==> config.mk <==
export PLATFORM = sky130hd
export DESIGN_NAME = burst_tgt
export DESIGN_NICKNAME = d
export VERILOG_FILES = /design/src/rtl/burst_tgt_pkg.sv /design/src/rtl/bt_addr_decode.sv /design/src/rtl/bt_wait_timer.sv /design/src/rtl/bt_word_store.sv /design/src/rtl/burst_tgt.sv
export SDC_FILE = /design/constraint.sdc
export NUM_CORES = 1
export LEC_CHECK = 0
export ABC_CLOCK_PERIOD_IN_PS = 5550
export BUFFER_PORTS_ARGS = -buffer_cell sky130_fd_sc_hd__buf_4
export CAP_MARGIN = 20
export CORE_MARGIN = 5
export CORE_UTILIZATION = 25
export DETAILED_ROUTE_END_ITERATION = 6
export PLACE_DENSITY = 0.44
export SLEW_MARGIN = 20
export SYNTH_ARGS = -nofsm -noshare
export SYNTH_HDL_FRONTEND = slang
export SYNTH_SLANG_ARGS = --single-unit
export TNS_END_PERCENT = 30
==> constraint.sdc <==
create_clock -name clk -period 5.55 [get_ports clk]
set_input_delay 0.555 -clock clk [delete_from_list [all_inputs] [get_ports clk]]
set_output_delay 0.555 -clock clk [all_outputs]
set_load 0.01 [all_outputs]
==> src/rtl/burst_tgt_pkg.sv <==
package burst_tgt_pkg;

  typedef enum logic [1:0] {
    PH_IDLE = 2'd0,
    PH_DATA = 2'd1,
    PH_TURN = 2'd2
  } phase_t;

  localparam logic [3:0] CMD_MEM_RD = 4'b0110;
  localparam logic [3:0] CMD_MEM_WR = 4'b0111;

  function automatic logic cmd_is_mem(input logic [3:0] c);
    return (c == CMD_MEM_RD) || (c == CMD_MEM_WR);
  endfunction

  function automatic logic cmd_is_read(input logic [3:0] c);
    return c == CMD_MEM_RD;
  endfunction

endpackage

==> src/rtl/bt_addr_decode.sv <==
module bt_addr_decode #(
  parameter int          AW       = 32,
  parameter int          IDXW     = 4,
  parameter logic [31:0] WIN_BASE = 32'h0000_0400
) (
  input  logic [AW-1:0]   addr,
  input  logic [3:0]      cmd,
  output logic            hit,
  output logic            is_read,
  output logic [IDXW-1:0] start_idx
);
  import burst_tgt_pkg::*;

  localparam int TAGW = AW - IDXW - 2;
  localparam logic [TAGW-1:0] WIN_TAG = WIN_BASE[AW-1:IDXW+2];

  function automatic logic in_window(input logic [AW-1:0] a);
    return (a[AW-1:IDXW+2] == WIN_TAG) && (a[1:0] == 2'b00);
  endfunction

  assign hit       = in_window(addr) && cmd_is_mem(cmd);
  assign is_read   = cmd_is_read(cmd);
  assign start_idx = addr[IDXW+1:2];

endmodule

==> src/rtl/bt_wait_timer.sv <==
module bt_wait_timer #(
  parameter int CW = 2
) (
  input  logic          clk,
  input  logic          rst_n,
  input  logic          load,
  input  logic [CW-1:0] count_in,
  input  logic          extra,
  output logic          ready
);
  logic [CW:0] cnt;

  function automatic logic [CW:0] start_value(input logic [CW-1:0] c, input logic e);
    return {1'b0, c} + {{CW{1'b0}}, e};
  endfunction

  always_ff @(posedge clk or negedge rst_n) begin
    if (!rst_n)          cnt <= '0;
    else if (load)       cnt <= start_value(count_in, extra);
    else if (cnt != '0)  cnt <= cnt - 1'b1;
  end

  assign ready = (cnt == '0);

  AST_READY_HOLDS: assert property (@(posedge clk) disable iff (!rst_n)
    (ready && !load) |=> ready);

endmodule

==> src/rtl/bt_word_store.sv <==
module bt_word_store #(
  parameter int DW    = 32,
  parameter int DEPTH = 16,
  parameter int IDXW  = 4
) (
  input  logic            clk,
  input  logic            rst_n,
  input  logic            we,
  input  logic [IDXW-1:0] idx,
  input  logic [DW-1:0]   wdata,
  output logic [DW-1:0]   rdata
);
  logic [DW-1:0] words [DEPTH];

  always_ff @(posedge clk or negedge rst_n) begin
    if (!rst_n) begin
      for (int i = 0; i < DEPTH; i++) words[i] <= '0;
    end else if (we) begin
      words[idx] <= wdata;
    end
  end

  assign rdata = words[idx];

  AST_WRITE_LANDS: assert property (@(posedge clk) disable iff (!rst_n)
    we |=> (words[$past(idx)] == $past(wdata)));

endmodule

==> src/rtl/burst_tgt.sv <==
module burst_tgt #(
  parameter int          DW       = 32,
  parameter int          WORDS    = 16,
  parameter int          WCW      = 2,
  parameter logic [31:0] WIN_BASE = 32'h0000_0400
) (
  input  logic          clk,
  input  logic          rst_n,
  input  logic          frame_n,
  input  logic          irdy_n,
  input  logic [3:0]    cmd,
  input  logic [31:0]   ad_in,
  input  logic [WCW-1:0] wait_sel,
  output logic [31:0]   ad_out,
  output logic          ad_oe,
  output logic          trdy_n,
  output logic          stop_n,
  output logic          devsel_n,
  output logic          ctl_oe
);
  import burst_tgt_pkg::*;

  localparam int IDXW = $clog2(WORDS);
  localparam logic [IDXW-1:0] LAST_IDX = IDXW'(WORDS - 1);

  phase_t          phase;
  logic            frame_q;
  logic            rd_q;
  logic            first_q;
  logic [IDXW-1:0] idx;

  logic            dec_hit, dec_rd;
  logic [IDXW-1:0] dec_idx;
  logic            wt_ready;

  // named internal events
  logic addr_phase, claim, tready, xfer, last_word, ending;

  bt_addr_decode #(.AW(32), .IDXW(IDXW), .WIN_BASE(WIN_BASE)) u_dec (
    .addr(ad_in), .cmd(cmd), .hit(dec_hit), .is_read(dec_rd), .start_idx(dec_idx)
  );

  bt_wait_timer #(.CW(WCW)) u_wait (
    .clk(clk), .rst_n(rst_n), .load(claim), .count_in(wait_sel),
    .extra(dec_rd), .ready(wt_ready)
  );

  bt_word_store #(.DW(DW), .DEPTH(WORDS), .IDXW(IDXW)) u_store (
    .clk(clk), .rst_n(rst_n), .we(xfer && !rd_q), .idx(idx),
    .wdata(ad_in[DW-1:0]), .rdata(ad_out[DW-1:0])
  );

  generate
    if (DW < 32) begin : g_pad
      assign ad_out[31:DW] = '0;
    end
  endgenerate

  assign addr_phase = (phase == PH_IDLE) && !frame_n && frame_q;
  assign claim      = addr_phase && dec_hit;
  assign tready     = (phase == PH_DATA) && wt_ready;
  assign xfer       = tready && !irdy_n;
  assign last_word  = (idx == LAST_IDX);
  assign ending     = xfer && (frame_n || last_word);

  always_ff @(posedge clk or negedge rst_n) begin
    if (!rst_n) begin
      phase   <= PH_IDLE;
      frame_q <= 1'b1;
      rd_q    <= 1'b0;
      first_q <= 1'b0;
      idx     <= '0;
    end else begin
      frame_q <= frame_n;
      unique case (phase)
        PH_IDLE: if (claim) begin
          phase   <= PH_DATA;
          rd_q    <= dec_rd;
          first_q <= 1'b1;
          idx     <= dec_idx;
        end
        PH_DATA: begin
          first_q <= 1'b0;
          if (xfer)   idx   <= idx + 1'b1;
          if (ending) phase <= PH_TURN;
        end
        PH_TURN: phase <= PH_IDLE;
        default: phase <= PH_IDLE;
      endcase
    end
  end

  assign devsel_n = (phase != PH_DATA);
  assign trdy_n   = !tready;
  assign stop_n   = !(tready && last_word);
  assign ctl_oe   = (phase != PH_IDLE);
  assign ad_oe    = (phase == PH_DATA) && rd_q && !first_q;

  AST_CLAIM_AFTER_FRAME: assert property (@(posedge clk) disable iff (!rst_n)
    $fell(devsel_n) |-> $past(!frame_n));
  AST_READY_NEEDS_CLAIM: assert property (@(posedge clk) disable iff (!rst_n)
    !trdy_n |-> !devsel_n);
  AST_STEP_ONE_WORD: assert property (@(posedge clk) disable iff (!rst_n)
    (xfer && !ending) |=> (idx == $past(idx) + 1'b1));
  AST_LAST_RELEASES: assert property (@(posedge clk) disable iff (!rst_n)
    (xfer && frame_n) |=> (devsel_n && trdy_n && stop_n && ctl_oe));
  AST_TURNAROUND: assert property (@(posedge clk) disable iff (!rst_n)
    ad_oe |-> (!devsel_n && $past(!devsel_n)));
  AST_STOP_WITH_READY: assert property (@(posedge clk) disable iff (!rst_n)
    !stop_n |-> !trdy_n);
  AST_STOP_ENDS: assert property (@(posedge clk) disable iff (!rst_n)
    (!stop_n && !irdy_n) |=> devsel_n);

endmodule

* Word-level counts from Yosys, hierarchy flattened *
Cells that the tools add are included.

storage, ports and cells
  bits of input ports = 42
  register bits = 524
  word-level logic and storage cells = 85

cells by class
  order comparisons = 2
  bitwise operators = 1
  equal/unequal tests = 9
  $add $sub $neg = 3
  reduce and logical (&&, ||, !) cells = 32
  mux-type cells = 16

operators by type and width
  operator             count
  $bwmux 512           1
  $bmux 32 s4          1
  $demux 32 s4         1
  $mux 32              3
  $eq 26x5->1 const B  1
  $logic_and 1x1->1    13
  $eq 4x3->1 const B   2
  $mux 4               2
  $pmux 4 s2           1
  $logic_not 1->1      6
  $mux 3               2
  $ne 2x2->1 const B   3
  $reduce_and 2->1     3
  $reduce_bool 2->1    3
  $ge 5x5->1 const B   1
  $lt 5x1->1 const B   1
  $not 4->5            1
  $add 4x1->4 const B  1
  $eq 4x4->1 const B   1
  $logic_not 2->1      2
  $mux 2               2
  $pmux 2 s2           1
  $add 2x1->3          1
  $logic_not 3->1      1
  other kinds (8)      9

* Logic depth before layout (Yosys ltp) *
  depth after elaboration = 6
  gate-level depth with buffers = 9
  mapped depth without buffers = 7

* Cells and area by module *
From an unflattened synthesis, not the netlist that was laid out.

second synthesis, totals
  cell total of the unflattened synthesis = 1,492
  area total of the unflattened synthesis = 23,721.5 µm²

modules (own cells, without submodules)
  module          instances  cells an instance  area each (µm²)  seq. area each (µm²)
  bt_word_store   1          1,407              22,871.9         12,812.3
  burst_tgt       1          46                 501.7            226.5
  bt_wait_timer   1          23                 226.5            75.1
  bt_addr_decode  1          16                 121.4            0.0

* Least setup slack after synthesis *
Ideal clock, no wire load.

  path type = register to output
  start = register idx[0]
  end = output ad_out[0]
  setup slack = 2,948 ps
  buffers on the path = 3
  data arrival time = 2,047 ps
  required time = 4,995 ps
  cell stages (with the launch flop) = 6
  cell sequence = dfrtp_1 > clkbuf_1 > buf_2 > buf_2 > mux4_2 > mux4_2

between the ends
  longest elaborated chain between the ends = 4

ends and longest elaborated chain
  item                                         line                 text
  start, declared                              burst_tgt.sv:30      logic [IDXW-1:0] idx;
  start signal, assigned                       burst_tgt.sv:80      idx <= dec_idx;
  start signal, assigned                       burst_tgt.sv:84      if (xfer) idx <= idx + 1'b1;
  $not 4->5 (implied by the code)              bt_word_store.sv:23  assign rdata = words[idx];
  $bmux 32 s4                                  bt_word_store.sv:23
  $mux 32 (implied by the code) (2 in series)  bt_word_store.sv:23
  end, declared                                burst_tgt.sv:14      output logic [31:0] ad_out,

No other way between the ends. The select of a mux whose other input is x is not followed.

* Worst setup path in the final report *
  start = register idx[0]
  end = output ad_out[22]

Same word-level chain as after synthesis.

==> results.cfg <==
[sta]
hold_violations = 0
setup_viol = 0
slew_headroom = 0.305
rsz0062_at_grt = false
worstMarginPinSlew_ps = 1040
drv_slew = 0
fin_setup_tns_ps = 0
min_period_ps = 4100
skew_ps = 21.1
fmax_mhz = 244
period_share = 0.739

[cells_and_area]
final_common_cell = dfrtp_1
area_growth_pct = 15.4
final_cell_area_sq_mm = 0.0276
n_fill_cell = 9464
layout_common_cells = dfrtp_1 (519), mux2_2 (492), mux4_2 (160)
nets = 1492
drive_gt1_frac = 0.584

[synthesis]
synth_simple_gate_area_frac = 0.0189
ys_seq_area_frac = 0.548
syn-num-nets = 1454
synth.distinct_cells = 41
synth_flop_cell = dfrtp_1
muxShareOfSynthArea = 0.396
syn_avg_cell_area_sq_um = 17.0
synth_xor_xnor_area_share = 0.00110
netlist_instances = 1404
ys_ff_latch = 524
synth_compound_gate_area_share = 0.00225
synth_edf_count = 0
synthesis.area_sq_mm = 0.0239
synth_top_family_by_area = multiplexers
async_reset_ff_frac = 1.00
ys.warnings.count = 0
synthAdderAreaFrac = 0.00418

[clock_tree]
clockBufferDepth = 3
cts_buffers = 60
post_cts_buffers = 0
clock_sinks = 524
cts_root_buf = clkbuf_16
cts_tree = built
clk_pin_slew_ps = 60
htreeDepth = 2
clk_latency_ps = 620

[detailed_routing]
first_pass_iters = 4
totalWireLength_um = 64300
wl_per_cell_um = 23.3
ant_nets = 0
vias = 12800
drt_iter0_drc = 680
via_per_inst = 4.64
drc = 0

[setup_path]
path_class = flop to primary output
worstSetupEndpointType = primary output
timing.rr.start = u_wait.cnt[0]
start_kind = flop
startpoint = idx[0]
r2r-end = u_store.words[239]
r2r_setup_slack_ps = 1880
worstSetupEndpoint = ad_out[22]
r2r_cells = 8
path_max_fanout = 41
required_ps = 4990
arrival_ps = 3540

[run_status]
status = finished, final reports clean

[floorplan]
fp.dieW_um = 319
die_h_um = 319
core_sq_mm = 0.0950
io_pins = 79
dieArea_sq_mm = 0.102
rows = 113
start_util = 0.252

[pwr]
ir_worst_vdd_mv = 0.263
powerDensity_mw_per_mm2 = 510
power_leakage_uw = 0.0129

[worst_hold_path]
hold_class = primary input to flop

[grt]
grt_max_degree = 142
overflow = 0
grt_pass1_wl_um = 97900
antenna_found_initial = 6
grt_pass1_vias = 14262
track_usage = 0.126

[place]
gp_congestion = 0.691
hpwl_um = 35700
portBuffers = 78
placed_area_sq_mm = 0.0256

[job]
max_cap_violations = 0
==> metal layers <==
metal  global-route usage  wire length, um  vias to the layer above
met5                    0               41                        -
met1                0.181            30200                     7127
met4               0.0272             1100                        6
met3               0.0211             2470                       79
met2                0.203            30400                      188
li1                     -                -                     5400
==> sequential cells by signal (all words and copies together), names as in the netlist <==
signal,count
phase,2
frame_q,1
idx,4
u_store.words,512
u_wait.cnt,3
rd_q,1
first_q,1
==> synthesized netlist by cell type, types with 5 or more instances <==
cell type,count,area (sq um)
nand3_1,7,35.0
buf_1,15,56.3
mux2_2,492,5540
buf_6,27,304
ha_1,8,100
o21ai_0,6,30.0
inv_1,5,18.8
mux4_2,160,3600
clkbuf_1,49,184
mux2_1,15,169
nand3_4,9,158
buf_2,28,140
mux2_4,9,135
nor2_1,7,26.3
dfrtp_1,523,13100
==> worst min-delay path by stage <==
stage,startpoint,to,slack (ps),cells past startpoint
after floorplan,rst_n,first_q,260,0
after global placement,u_store.words[366],u_store.words[366],470,1
after detailed placement,u_store.words[369],u_store.words[369],480,1
after CTS,frame_n,frame_q,50,1
after global routing,frame_n,frame_q,60,1
final,frame_n,frame_q,100,1
==> worst max-delay path: stages (launching register included) <==
cell and delay [ps]:
dfrtp_4 1020, buf_4 590, mux4_2 620, mux4_2 530, buf_4 170
==> cell families (layout without fill, tap and decap cells) <==
logic type | count (synthesis) | after routing
other | 0 | 1
AOI/OAI and AO/OA | 10 | 10
xor gates and xnor gates | 3 | 3
DFF | 524 | 524
buffers and inverters | 125 | 211
adders and majority gates | 8 | 8
and+or+nand+nor | 56 | 56
muxes | 678 | 678
==> power breakdown <==
part	total [uW]	switching (uW)	internal [uW]
Sequential	6010	895	5110
Clock	3970	1580	2390
Combinational	4100	1600	2500
==> area by class of cell <==
cell class | count | area [sq um] | share of cell area
sequential | 524 | 13100 | 0.475
multi-input combinational | 755 | 10100 | 0.366
clock buffer | 95 | 1790 | 0.0650
tap | 1265 | 1580 | 0.0573
timing repair buffer | 96 | 793 | 0.0287
clock inverter | 15 | 186 | 0.00675
inverter | 5 | 18.8 | 0.000680
antenna | 1 | 2.50 | 0.0000906
==> repair_timing <==
item                                   4_1_cts  5_1_grt
endpoints found under the hold margin        9        0
hold buffers                                 1        0
resized for setup                            0        0
==> per-stage QoR <==
step                power, uW   util  worst slack (ps)  hold WS (ps)  instances
global placement        10200  0.270              1910           473       2644
CTS                     14400  0.291              1270          52.1       2755
floorplan                8820      -              2950           259       1404
detailed placement      10300  0.270              1860           479       2644
global route            14900  0.291              1160          63.9       2755
finish                  14100  0.291              1450           103       2756
Note: power is estimated with default switching activity, not from simulation.
